==> src/rtl/unw_pkg.sv <==
package unw_pkg;

   typedef enum logic [1:0] {
      ST_IDLE   = 2'd0,
      ST_READ   = 2'd1,
      ST_COMMIT = 2'd2
   } unw_state_e;

   // Byte offset from the entry stack pointer for each read step.
   // Step 0 fetches the FLAGS image, steps 1..2 the code pointer,
   // steps 3.. the outer frame that lies past the FLAGS image.
   function automatic int step_offset(input int k, input int stride);
      if (k == 0)
         return 2 * stride;
      else if (k < 3)
         return (k - 1) * stride;
      else
         return k * stride;
   endfunction

endpackage

==> src/rtl/unw_addr_gen.sv <==
module unw_addr_gen
   import unw_pkg::*;
#(
   parameter int AW     = 32,
   parameter int STRIDE = 4,
   parameter int SW     = 4
) (
   input  logic [AW-1:0] base_i,
   input  logic [SW-1:0] step_i,
   output logic [AW-1:0] addr_o
);

   logic [AW-1:0] offset;

   always_comb begin
      offset = AW'(step_offset(32'(step_i), STRIDE));
      addr_o = base_i + offset;
   end

endmodule

==> src/rtl/unw_seg_base.sv <==
module unw_seg_base #(
   parameter int AW    = 32,
   parameter int SELW  = 16,
   parameter int SHIFT = 4
) (
   input  logic [SELW-1:0] sel_i,
   input  logic            v86_i,
   output logic [AW-1:0]   base_o
);

   generate
      if (SHIFT == 0) begin : g_flat
         assign base_o = v86_i ? AW'(sel_i) : '0;
      end else begin : g_shift
         assign base_o = v86_i ? (AW'(sel_i) << SHIFT) : '0;
      end
   endgenerate

endmodule

==> src/rtl/unw_ctrl.sv <==
module unw_ctrl
   import unw_pkg::*;
#(
   parameter int NSTEP      = 9,
   parameter int SHORT_LAST = 2,
   parameter int SW         = 4
) (
   input  logic          clk_i,
   input  logic          rst_ni,
   input  logic          start_i,
   input  logic          op32_i,
   input  logic          nt_i,
   input  logic          cpl_nz_i,
   input  logic          rd_ready_i,
   input  logic          vm_img_i,
   input  logic          vm_lat_i,
   output logic          busy_o,
   output logic          rd_valid_o,
   output logic          accept_o,
   output logic          hs_o,
   output logic          commit_o,
   output logic          done_o,
   output logic          fault_o,
   output logic          task_o,
   output logic [SW-1:0] step_o
);

   localparam logic [SW-1:0] LAST_EXT   = SW'(NSTEP - 1);
   localparam logic [SW-1:0] LAST_SHORT = SW'(SHORT_LAST);

   unw_state_e    st;
   logic [SW-1:0] step_q;
   logic          cpl_nz_q;

   assign busy_o     = (st != ST_IDLE);
   assign rd_valid_o = (st == ST_READ);
   assign hs_o       = rd_valid_o & rd_ready_i;
   assign accept_o   = (st == ST_IDLE) & start_i & op32_i & ~nt_i;
   assign commit_o   = (st == ST_COMMIT);
   assign step_o     = step_q;

   always_ff @(posedge clk_i or negedge rst_ni) begin
      if (!rst_ni) begin
         st       <= ST_IDLE;
         step_q   <= '0;
         cpl_nz_q <= 1'b0;
         done_o   <= 1'b0;
         fault_o  <= 1'b0;
         task_o   <= 1'b0;
      end else begin
         done_o  <= 1'b0;
         fault_o <= 1'b0;
         task_o  <= 1'b0;
         unique case (st)
            ST_IDLE: begin
               if (start_i) begin
                  if (!op32_i) begin
                     fault_o <= 1'b1;
                  end else if (nt_i) begin
                     task_o <= 1'b1;
                  end else begin
                     st       <= ST_READ;
                     step_q   <= '0;
                     cpl_nz_q <= cpl_nz_i;
                  end
               end
            end
            ST_READ: begin
               if (rd_ready_i) begin
                  if (step_q == '0 && vm_img_i && cpl_nz_q) begin
                     fault_o <= 1'b1;
                     st      <= ST_IDLE;
                  end else if (step_q == LAST_EXT ||
                               (step_q == LAST_SHORT && !vm_lat_i)) begin
                     st <= ST_COMMIT;
                  end else begin
                     step_q <= step_q + 1'b1;
                  end
               end
            end
            ST_COMMIT: begin
               done_o <= 1'b1;
               st     <= ST_IDLE;
            end
            default: st <= ST_IDLE;
         endcase
      end
   end

endmodule

==> src/rtl/irq_frame_unwinder.sv <==
module irq_frame_unwinder #(
   parameter int AW         = 32,
   parameter int SELW       = 16,
   parameter int CPLW       = 2,
   parameter int VM_BIT     = 17,
   parameter int NT_BIT     = 14,
   parameter int STRIDE     = 4,
   parameter int REAL_SHIFT = 4
) (
   input  logic            clk_i,
   input  logic            rst_ni,
   input  logic            start_i,
   input  logic            op32_i,
   input  logic [CPLW-1:0] cpl_i,
   input  logic [AW-1:0]   flags_i,
   input  logic [AW-1:0]   esp_i,
   output logic            rd_valid_o,
   output logic [AW-1:0]   rd_addr_o,
   input  logic            rd_ready_i,
   input  logic [AW-1:0]   rd_data_i,
   output logic            busy_o,
   output logic            done_o,
   output logic            task_ret_o,
   output logic            fault_o,
   output logic [AW-1:0]   eip_o,
   output logic [SELW-1:0] cs_o,
   output logic            cs_v86_o,
   output logic [AW-1:0]   cs_base_o,
   output logic [AW-1:0]   flags_o,
   output logic [AW-1:0]   esp_o,
   output logic [SELW-1:0] ss_o,
   output logic [SELW-1:0] es_o,
   output logic [SELW-1:0] ds_o,
   output logic [SELW-1:0] fs_o,
   output logic [SELW-1:0] gs_o
);

   localparam int NSTEP      = 9;
   localparam int SHORT_LAST = 2;
   localparam int SW         = $clog2(NSTEP);
   localparam int NSEG       = 4;
   localparam int SEG_FIRST  = 5;
   localparam int IDX_FLAGS  = 0;
   localparam int IDX_EIP    = 1;
   localparam int IDX_CS     = 2;
   localparam int IDX_OESP   = 3;
   localparam int IDX_OSS    = 4;
   localparam logic [AW-1:0] SHORT_POP = AW'(3 * STRIDE);

   generate
      if (VM_BIT >= AW || NT_BIT >= AW) begin : g_bad_bit
         $error("flag bit positions must lie inside the data word");
      end
      if (SELW + REAL_SHIFT > AW || SELW > AW) begin : g_bad_sel
         $error("selector plus shift must fit the address width");
      end
      if (STRIDE < 1 || CPLW < 1) begin : g_bad_misc
         $error("stride and privilege width must be positive");
      end
   endgenerate

   logic          accept, hs, commit;
   logic [SW-1:0] step;
   logic [AW-1:0] base_q;
   logic [AW-1:0] sh [NSTEP];
   logic          vm;
   logic [AW-1:0] cs_base_c;

   assign vm = sh[IDX_FLAGS][VM_BIT];

   unw_ctrl #(
      .NSTEP      (NSTEP),
      .SHORT_LAST (SHORT_LAST),
      .SW         (SW)
   ) u_ctrl (
      .clk_i      (clk_i),
      .rst_ni     (rst_ni),
      .start_i    (start_i),
      .op32_i     (op32_i),
      .nt_i       (flags_i[NT_BIT]),
      .cpl_nz_i   (|cpl_i),
      .rd_ready_i (rd_ready_i),
      .vm_img_i   (rd_data_i[VM_BIT]),
      .vm_lat_i   (vm),
      .busy_o     (busy_o),
      .rd_valid_o (rd_valid_o),
      .accept_o   (accept),
      .hs_o       (hs),
      .commit_o   (commit),
      .done_o     (done_o),
      .fault_o    (fault_o),
      .task_o     (task_ret_o),
      .step_o     (step)
   );

   unw_addr_gen #(
      .AW     (AW),
      .STRIDE (STRIDE),
      .SW     (SW)
   ) u_addr (
      .base_i (base_q),
      .step_i (step),
      .addr_o (rd_addr_o)
   );

   unw_seg_base #(
      .AW    (AW),
      .SELW  (SELW),
      .SHIFT (REAL_SHIFT)
   ) u_csbase (
      .sel_i  (sh[IDX_CS][SELW-1:0]),
      .v86_i  (vm),
      .base_o (cs_base_c)
   );

   always_ff @(posedge clk_i or negedge rst_ni) begin
      if (!rst_ni)
         base_q <= '0;
      else if (accept)
         base_q <= esp_i;
   end

   always_ff @(posedge clk_i or negedge rst_ni) begin
      if (!rst_ni) begin
         for (int k = 0; k < NSTEP; k++) sh[k] <= '0;
      end else if (hs) begin
         for (int k = 0; k < NSTEP; k++)
            if (step == SW'(k)) sh[k] <= rd_data_i;
      end
   end

   logic [SELW-1:0] seg_nxt [NSEG];
   logic [SELW-1:0] seg_q   [NSEG];

   generate
      for (genvar i = 0; i < NSEG; i++) begin : g_seg
         assign seg_nxt[i] = vm ? sh[SEG_FIRST+i][SELW-1:0] : '0;
      end
   endgenerate

   always_ff @(posedge clk_i or negedge rst_ni) begin
      if (!rst_ni) begin
         eip_o     <= '0;
         cs_o      <= '0;
         cs_v86_o  <= 1'b0;
         cs_base_o <= '0;
         flags_o   <= '0;
         esp_o     <= '0;
         ss_o      <= '0;
         for (int i = 0; i < NSEG; i++) seg_q[i] <= '0;
      end else if (commit) begin
         flags_o   <= sh[IDX_FLAGS];
         eip_o     <= sh[IDX_EIP];
         cs_o      <= sh[IDX_CS][SELW-1:0];
         cs_v86_o  <= vm;
         cs_base_o <= cs_base_c;
         esp_o     <= vm ? sh[IDX_OESP] : base_q + SHORT_POP;
         ss_o      <= vm ? sh[IDX_OSS][SELW-1:0] : '0;
         for (int i = 0; i < NSEG; i++) seg_q[i] <= seg_nxt[i];
      end
   end

   assign es_o = seg_q[0];
   assign ds_o = seg_q[1];
   assign fs_o = seg_q[2];
   assign gs_o = seg_q[3];

endmodule

==> config.mk <==
export PLATFORM = sky130hd
export DESIGN_NAME = irq_frame_unwinder
export DESIGN_NICKNAME = d
export VERILOG_FILES = /design/src/rtl/unw_pkg.sv /design/src/rtl/unw_addr_gen.sv /design/src/rtl/unw_seg_base.sv /design/src/rtl/unw_ctrl.sv /design/src/rtl/irq_frame_unwinder.sv
export SDC_FILE = /design/constraint.sdc
export NUM_CORES = 1
export LEC_CHECK = 0
export BUFFER_PORTS_ARGS = -buffer_cell sky130_fd_sc_hd__buf_4
export CAP_MARGIN = 10
export CORE_UTILIZATION = 55
export DETAILED_ROUTE_END_ITERATION = 10
export PLACE_DENSITY = 0.79
export REMOVE_ABC_BUFFERS = 1
export SLEW_MARGIN = 15
export SYNTH_ARGS = -nofsm -noshare
export SYNTH_HDL_FRONTEND = slang
export SYNTH_SLANG_ARGS = --single-unit
==> constraint.sdc <==
create_clock -name clk_i -period 9.6 [get_ports clk_i]
set_input_delay 1.92 -clock clk_i [delete_from_list [all_inputs] [get_ports clk_i]]
set_output_delay 1.92 -clock clk_i [all_outputs]
set_load 0.01 [all_outputs]
# After elaboration in Yosys (flattened, before gate mapping)
# Cells that the tools add are included.
dict set report word_totals {
  ff_bits 459
  output_inout_bits 262
  elab_cells 110
  in_bits 103
}
dict set report classes {
  bitwise 5
  n_lt_le_gt_ge 1
  reduce_logical 23
  eq_ne 17
  mux 33
  n_addsub 4
}
# cell count
set ops {}
lappend ops {{32-bit 2-to-1 mux} 3}
lappend ops {{16-bit 2-to-1 mux} 5}
lappend ops {{32-bit adder} 1}
lappend ops {{32-bit by 4-bit adder with 32-bit output (second input constant)} 1}
lappend ops {{4-bit 2-to-1 mux} 6}
lappend ops {{20-bit 2-to-1 mux} 1}
lappend ops {{2-bit AND reduction} 9}
lappend ops {{4-bit by 3-bit == test with 1-bit output (second input constant)} 4}
lappend ops {{2-bit 2-to-1 mux} 6}
lappend ops {{2-bit != test (second input constant)} 6}
lappend ops {{1-bit 2-to-1 mux} 9}
lappend ops {{4-bit by 2-bit == test with 1-bit output (second input constant)} 2}
lappend ops {{4-bit zero test} 2}
lappend ops {{4-bit case mux with 2 select lines} 1}
lappend ops {{7-bit AND reduction} 1}
lappend ops {{5-bit AND reduction} 1}
lappend ops {{4-bit by 1-bit subtractor with 5-bit output (second input constant)} 1}
lappend ops {{4-bit by 1-bit adder with 4-bit output (second input constant)} 1}
lappend ops {{1-bit AND} 4}
lappend ops {{4-bit by 1-bit == test with 1-bit output (second input constant)} 1}
lappend ops {{4-bit == test (second input constant)} 1}
lappend ops {{4-bit by 2-bit less-than comparator with 1-bit output (second input constant)} 1}
lappend ops {{2-bit case mux with 2 select lines} 1}
lappend ops {{4-bit AND reduction} 1}
lappend ops {{11 further kinds} 14}

# Depth between registers and ports, before layout
# Gate-level depths: netlist (run 1).
dict set report logic_depth {
  ltp_word 7
  depth_mapped 13
}

# Cells and area by module
# From an unflattened synthesis (run 1), not the netlist that was laid out.
dict set report hier_totals {
  cells_unflattened 1654
  area_unflattened_um2 20190.6
}
# mod cells_per_inst area_per_inst_um2 instances seq_area_each_um2
set modules_own_cells {}
lappend modules_own_cells {irq_frame_unwinder 1324 17645.7 1 11210.8}
lappend modules_own_cells {unw_addr_gen 243 1745.4 1 0.0}
lappend modules_own_cells {unw_ctrl 53 549.3 1 250.2}
lappend modules_own_cells {unw_seg_base 34 250.2 1 0.0}

# Least setup slack after synthesis (run 1)
# OpenSTA, ideal clock, no wires.
dict set report synth_timing {
  kind {register to output}
  from {register u_ctrl.step_q[0], in the netlist u_ctrl.step_o[0]}
  to {output rd_addr_o[31]}
  t_arrival_ns 3.379
  path_slack_ns 4.301
  required_time_ns 7.680
  n_path_buf 1
  path_stages_with_launch 13
  path_cell_list {dfrtp_1 -> inv_1 -> ha_1 -> nor2_1 -> and4bb_2 -> ha_1 -> clkbuf_1 -> a211oi_1 -> o21bai_1 -> a211oi_1 -> o31ai_1 -> or4_1 -> o211ai_1}
}
dict set report synth_between {
  elab_chain_len 4
}
# item line_no
set synth_rtl {}
lappend synth_rtl {{from (decl)} unw_ctrl.sv:32} ;# logic [SW-1:0] step_q;
lappend synth_rtl {{from (signal assigned)} unw_ctrl.sv:77} ;# step_q <= step_q + 1'b1;
lappend synth_rtl {{4-bit by 1-bit subtractor with 5-bit output or 4-bit by 2-bit less-than comparator with 1-bit output (tied branches)} {unw_pkg.sv:16, unw_pkg.sv:15}}
lappend synth_rtl {{32-bit 2-to-1 mux} unw_pkg.sv:15} ;# else if (k < 3)
lappend synth_rtl {{32-bit 2-to-1 mux *} unw_pkg.sv:13} ;# if (k == 0)
lappend synth_rtl {{32-bit adder *} unw_addr_gen.sv:17} ;# addr_o = base_i + offset;
lappend synth_rtl {{to (decl)} irq_frame_unwinder.sv:18} ;# output logic [AW-1:0] rd_addr_o,
# Every way passes the cells marked *; elsewhere a longest branch is shown, timed or not.

# Worst setup path in the final report (run 1)
dict set report layout_timing {
  from {register u_ctrl.step_q[0], in the netlist u_ctrl.step_o[0]}
  to {output rd_addr_o[27]}
}
# Same word-level chain as after synthesis.

==> reports/results.ini, run 1 <==
[clock_tree]
ctsHoldBuffers=0
clk_pin_slew_ns=0.06
cts_max_path_buffers=3
htreeDepth=2
cts.sinks=442
cts-root-buf=clkbuf_16
cts_setup_buffers=0
insertion_delay_ns=0.55
cts_resized=0
numCtsBuffers=45
cts_tree=built

[die]
die_h_um=189
num_io_pins=365
rows=68
core_area_mm2=0.0345
die_area_mm2=0.0358
die_x_um=189
start_util_pct=55.9

[pwr]
switching_power_mw=3.13
leakage_nw=12.4
ir_drop_mv=0.401
power.density_mw_per_mm2=353
p_int_mw=5.16
clockPowerShare_pct=22.5
p_comb_share_pct=43.8
sw_frac_of_total_pct=37.8
power_frac_seq_pct=33.7
total_power_mw=8.30

[yosys]
synth.distinct_cells=65
dominantRegCellSynth=dfrtp_1
async_flop_share_pct=100
synth_edf_count=0
yosysSeqAreaShare_pct=57.5
yosysWarnings=0
syn_avg_cell_area_um2=10.8
synth_seq_cells=442
syn_inst=1780
syn_area_mm2=0.0193

[critical_path]
r2r_slack_ns=6.25
crit_path_start_kind=flip-flop
cp_data_required_time_ns=7.68
arrival_ns=4.69
crit_fanout=26
critical_path_class=reg2out
end_kind=output pin

[sta]
fin_crit_sh_pct=68.8
rsz0062_at_grt=no
tns_ns=0
whs_ns=0.458
hold_violations=0
finClkSkew_ns=0.0176
fin_crit_ns=6.61
maxSlewHeadroom_pct=20.7
max_freq_ghz=0.151
setup_viol=0
finalMaxSlewViolations=0
tightest_slew_ns=1.18

[placed_design]
dp_cells=2468
gp_congestion=0.852
io_buffers=317
hpwl_um=31900

[run]
max_cap_viol_count=0

[run_status]
status=finished clean

[cells_and_area]
nets=2200
drive_gt1_share_pct=31.1
instances_no_fill=2555
fillCellCount=2543
final_common_cell=nand2_1
fin_util_pct=68.3
area_delta_synth_final_pct=22.2
layout_common_cells=nand2_1, dfrtp_1, buf_4

[global_routing]
grt_use_met3_pct=6.58
antenna_found_initial=4
grt_pass1_vias=14300
track_usage_pct=27.7
use_met1_pct=36.5
grt_max_degree=117
grt-busiest-layer=met2
grt-ovfl-total=0
grtUsageMet2_pct=45.1
grt_pass1_wl_um=77800

[detailed_routing]
drt_iter0_markers=907
wire_per_inst_um=19.3
drc=0
drtAntennaViolNets=0
routed_wl_um=49300
dr.pass1.iters=5
routed_via_density=5.62
route.vias.total=14300

[hold_path]
hold_path.class=reg2reg

critical path, cell delays in order (launching register included):
cell	delay, ns
dfrtp_1	0.41
inv_1	0.15
ha_1	0.33
nor2_1	0.29
and4bb_2	0.72
ha_1	0.46
a211oi_1	0.27
nor2_1	0.10
o22ai_1	0.28
o21ai_0	0.24
or4_1	0.50
and4_1	0.22
buf_4	0.15
metal layers:
layer  routed length (um)  part of all wire, %
met2                23800                   48
met4                 1490                  3.0
met1                20200                   41
met5                    0                    0
met3                 3760                  7.6
state kept, by name, indices dropped and copies added (netlist names), 2 cells and up:
register and count:
cs_o 16, fs_o 16, esp_o 32, base_q 32, es_o 16, sh 192, gs_o 16, ss_o 16
ds_o 16, eip_o 32, u_ctrl.step_o 4, cs_base_o 16, flags_o 32, u_ctrl.st 2
kinds of logic (layout without fill, tap and decap cells):
logic type,after synthesis,in the layout,share of synthesized area [%]
AO/OA/AOI/OAI,154,154,4.81
adder cells (fa/ha/maj),36,36,2.38
XOR/XNOR,51,51,2.32
AND/OR/NAND/NOR,735,735,16.5
multiplexers,234,234,13.6
buffers and inverters,127,428,2.92
other,1,20,0.0195
flip-flops,442,442,57.5
path summary, 6_finish.rpt:
check	startpoint	to	cells after the start
worst max-delay path	u_ctrl.step_o[0]	rd_addr_o[27]	12
worst min-delay path	sh[242]	eip_o[18]	2
max in group asynchronous	rst_ni	cs_base_o[8]	2
worst max register to register	u_ctrl.st[0]	esp_o[28]	5
min in group asynchronous	rst_ni	cs_o[6]	1
worst min register to register	sh[242]	eip_o[18]	2
power by group through the flow:
stage          clock network (mW)  registers, mW  logic (mW)
2_1_floorplan                   0           2.86        2.02
3_3_place_gp                    0           2.79        3.50
3_5_place_dp                    0           2.82        3.59
4_1_cts                      1.89           2.79        3.62
5_1_grt                      1.98           2.86        3.95
6_report                     1.86           2.80        3.64
metrics by stage:
step           worst slack, ns  instance area, um^2
2_1_floorplan           -0.631                18800
3_3_place_gp              3.73                21900
3_5_place_dp              3.63                21900
4_1_cts                   3.02                23500
5_1_grt                   2.61                23500
6_report                  2.99                23500
synth_stat cells, types with 15 or more instances:
| library cell | count | share of area, % |
|---|---|---|
| nor2_1 | 41 | 0.80 |
| xnor2_1 | 32 | 1.5 |
| o21ai_0 | 57 | 1.5 |
| nand3_1 | 116 | 3.0 |
| mux2_2 | 221 | 13 |
| nand2_1 | 498 | 9.7 |
| ha_1 | 35 | 2.3 |
| buf_4 | 20 | 0.78 |
| dfrtp_1 | 442 | 57 |
| a21oi_1 | 45 | 1.2 |
| inv_1 | 15 | 0.29 |
| clkbuf_1 | 68 | 1.3 |
| xor2_1 | 19 | 0.86 |
cell type report:
cell class | count | area [um^2] | area share, %
Multi-Input combinational cell | 1226 | 7710 | 32.7
Tap cell | 455 | 569 | 2.42
Inverter | 16 | 65.1 | 0.276
Antenna cell | 4 | 10.0 | 0.0425
Clock buffer | 62 | 1330 | 5.66
Timing Repair Buffer | 330 | 2510 | 10.7
Clock inverter | 20 | 279 | 1.19
Sequential cell | 442 | 11100 | 47.0
Power figures use the tool's default switching activity.
==> inputs of run 2 (changes only) <==
==> constraint.sdc (replaced) <==
create_clock -name clk_i -period 6.8 [get_ports clk_i]
set_input_delay 1.36 -clock clk_i [delete_from_list [all_inputs] [get_ports clk_i]]
set_output_delay 1.36 -clock clk_i [all_outputs]
set_load 0.01 [all_outputs]
==> run 2 against run 1 <==
  * Final cell count shrank 0.16%
  * Cell area decreased by 0.50%
  * Non-clock buffer count is 1 lower
  * Wire length decreased by 0.32%
  * Sequential power grew 40%
  * Clock-buffer cell count increased by 3
  * Critical endpoint unchanged
  * Largest cell class unchanged
  * Hold slack improved by 0.00075 ns
  * Power rose by 39%
  * Register-to-register slack got worse by 2.6 ns
==> reports/results.ini, run 2 (same netlist as run 1, synthesis figures left out) <==
[global_routing]
grt_max_degree=195  ; was 117
track_usage_pct=27.9  ; was 27.7%
grt_pass1_wl_um=77900  ; was 77800 um
antenna_found_initial=4  ; unchanged
grt_pass1_vias=14200  ; was 14300
grt-ovfl-total=0  ; unchanged

[detailed_routing]
drc=0  ; unchanged
wire_per_inst_um=19.3  ; about the same
routed_via_density=5.58  ; was 5.62
wl_met3_um=3170  ; was 3760 um
route.vias.total=14200  ; was 14300
drtAntennaViolNets=0  ; unchanged
wl_met2_um=24100  ; was 23800 um
wl_met1_um=20400  ; was 20200 um
drt_iter0_markers=955  ; was 907
routed_wl_um=49100  ; was 49300 um
highest_layer=met5  ; was met4
dr.pass1.iters=5  ; unchanged

[cells_and_area]
layout_common_cells=nand2_1, dfrtp_1, buf_4  ; unchanged
nets=2199  ; was 2200
fin_util_pct=68.0  ; was 68.3%
area_delta_synth_final_pct=21.6  ; was 22.2%
largest_reg_flops=192  ; unchanged
drive_gt1_share_pct=30.7  ; was 31.1%
fillCellCount=2585  ; was 2543
regMostFlops=sh  ; unchanged
final_common_cell=nand2_1  ; unchanged

[critical_path]
end_kind=output pin  ; unchanged
arrival_ns=4.71  ; was 4.69 ns
crit_fanout=26  ; unchanged
crit_path_start_kind=flip-flop  ; unchanged
critical_path_class=reg2out  ; unchanged
cp_data_required_time_ns=5.44  ; was 7.68 ns

[pwr]
ir_drop_mv=0.620  ; was 0.401 mV
power.density_mw_per_mm2=493  ; was 353 mW/mm^2
total_power_mw=11.6  ; was 8.30 mW
leakage_nw=12.3  ; was 12.4 nW

[clock_tree]
clk_pin_slew_ns=0.06  ; about the same
ctsHoldBuffers=0  ; unchanged
cts_setup_buffers=0  ; unchanged
cts_resized=0  ; unchanged
cts_tree=built  ; unchanged
numCtsBuffers=45  ; unchanged
htreeDepth=2  ; unchanged
cts.sinks=442  ; unchanged
insertion_delay_ns=0.57  ; was 0.55 ns
cts-root-buf=clkbuf_16  ; unchanged
cts_max_path_buffers=3  ; unchanged

[placed_design]
io_buffers=317  ; unchanged
gp_congestion=0.858  ; was 0.852
dpl_worst_slack_ns=1.35  ; was 3.63 ns
hpwl_um=31800  ; was 31900 um

[run]
max_cap_viol_count=0  ; unchanged

[die]
start_util_pct=55.9  ; unchanged
core_area_mm2=0.0345  ; unchanged
die_h_um=189  ; unchanged
die_x_um=189  ; unchanged
die_area_mm2=0.0358  ; unchanged
rows=68  ; unchanged
num_io_pins=365  ; unchanged

[sta]
fin_ws_ns=0.734  ; was 2.99 ns
maxSlewHeadroom_pct=19.9  ; was 20.7%
fin_crit_ns=6.07
finalMaxSlewViolations=0  ; unchanged
finClkSkew_ns=0.0216  ; was 0.0176 ns
tns_ns=0  ; unchanged
tightest_slew_ns=1.20  ; was 1.18 ns
max_freq_ghz=0.165
fin_crit_sh_pct=89.2
setup_viol=0  ; unchanged
rsz0062_at_grt=no  ; unchanged
hold_violations=0  ; unchanged

[run_status]
status=finished clean  ; unchanged

[hold_path]
hold_path.class=reg2reg  ; unchanged

-- run 2: worst max-delay path, cell delays in order (launching register included) --
cell      delay, ns
dfrtp_1        0.42
inv_1          0.15
ha_1           0.33
nor2_1         0.29
and4bb_2       0.70
ha_1           0.45
a211oi_1       0.28
nor2_1         0.11
o22ai_1        0.26
o21ai_0        0.25
or4_1          0.52
and4_1         0.23
buf_4          0.15
-- run 2: where the power goes --
part	internal, mW	leakage, nW	total (mW)	switching [mW]
registers	3.36	5.91	3.92	0.565
logic	2.33	5.67	5.15	2.82
clock network	1.45	0.736	2.48	1.03
-- run 2: per-layer routing --
layer / vias up / track usage, %
met5: - / 0
met4: 2 / 10.0
met3: 80 / 6.14
met2: 406 / 45.5
met1: 7162 / 36.7
li1: 6573 / -
-- run 2: final timing paths --
| path | startpoint | end | slack [ns] | cells past startpoint |
|---|---|---|---|---|
| max in group asynchronous | rst_ni | sh[77] | 4.60 | 3 |
| min in group asynchronous | rst_ni | sh[262] | 0.75 | 1 |
| worst max register to register | u_ctrl.st[0] | gs_o[5] | 3.62 | 5 |
| worst min register to register | sh[275] | flags_o[19] | 0.46 | 2 |
| worst min-delay path | sh[275] | flags_o[19] | 0.46 | 2 |
| worst max-delay path | u_ctrl.step_o[0] | rd_addr_o[27] | 0.73 | 12 |
-- run 2: stage by stage --
stage | instances | hold WS, ns | area, um^2
final | 2551 | 0.458 | 23400
after CTS | 2547 | 0.461 | 23400
after global routing | 2551 | 0.482 | 23400
after detailed placement | 2467 | 0.446 | 21900
after global placement | 2467 | 0.441 | 21900
after floorplan | 1684 | 0.433 | 18800
-- run 2: cell type report --
type | instances | area, um^2 | share of cell area, %
flip-flops and latches | 442 | 11100 | 47.3
inverters | 16 | 65.1 | 0.278
clock inverters | 15 | 180 | 0.769
diodes | 3 | 7.51 | 0.0321
clock buffers | 65 | 1300 | 5.56
multi-input cells | 1226 | 7710 | 32.9
repair buffers | 329 | 2520 | 10.8
well taps | 455 | 569 | 2.43
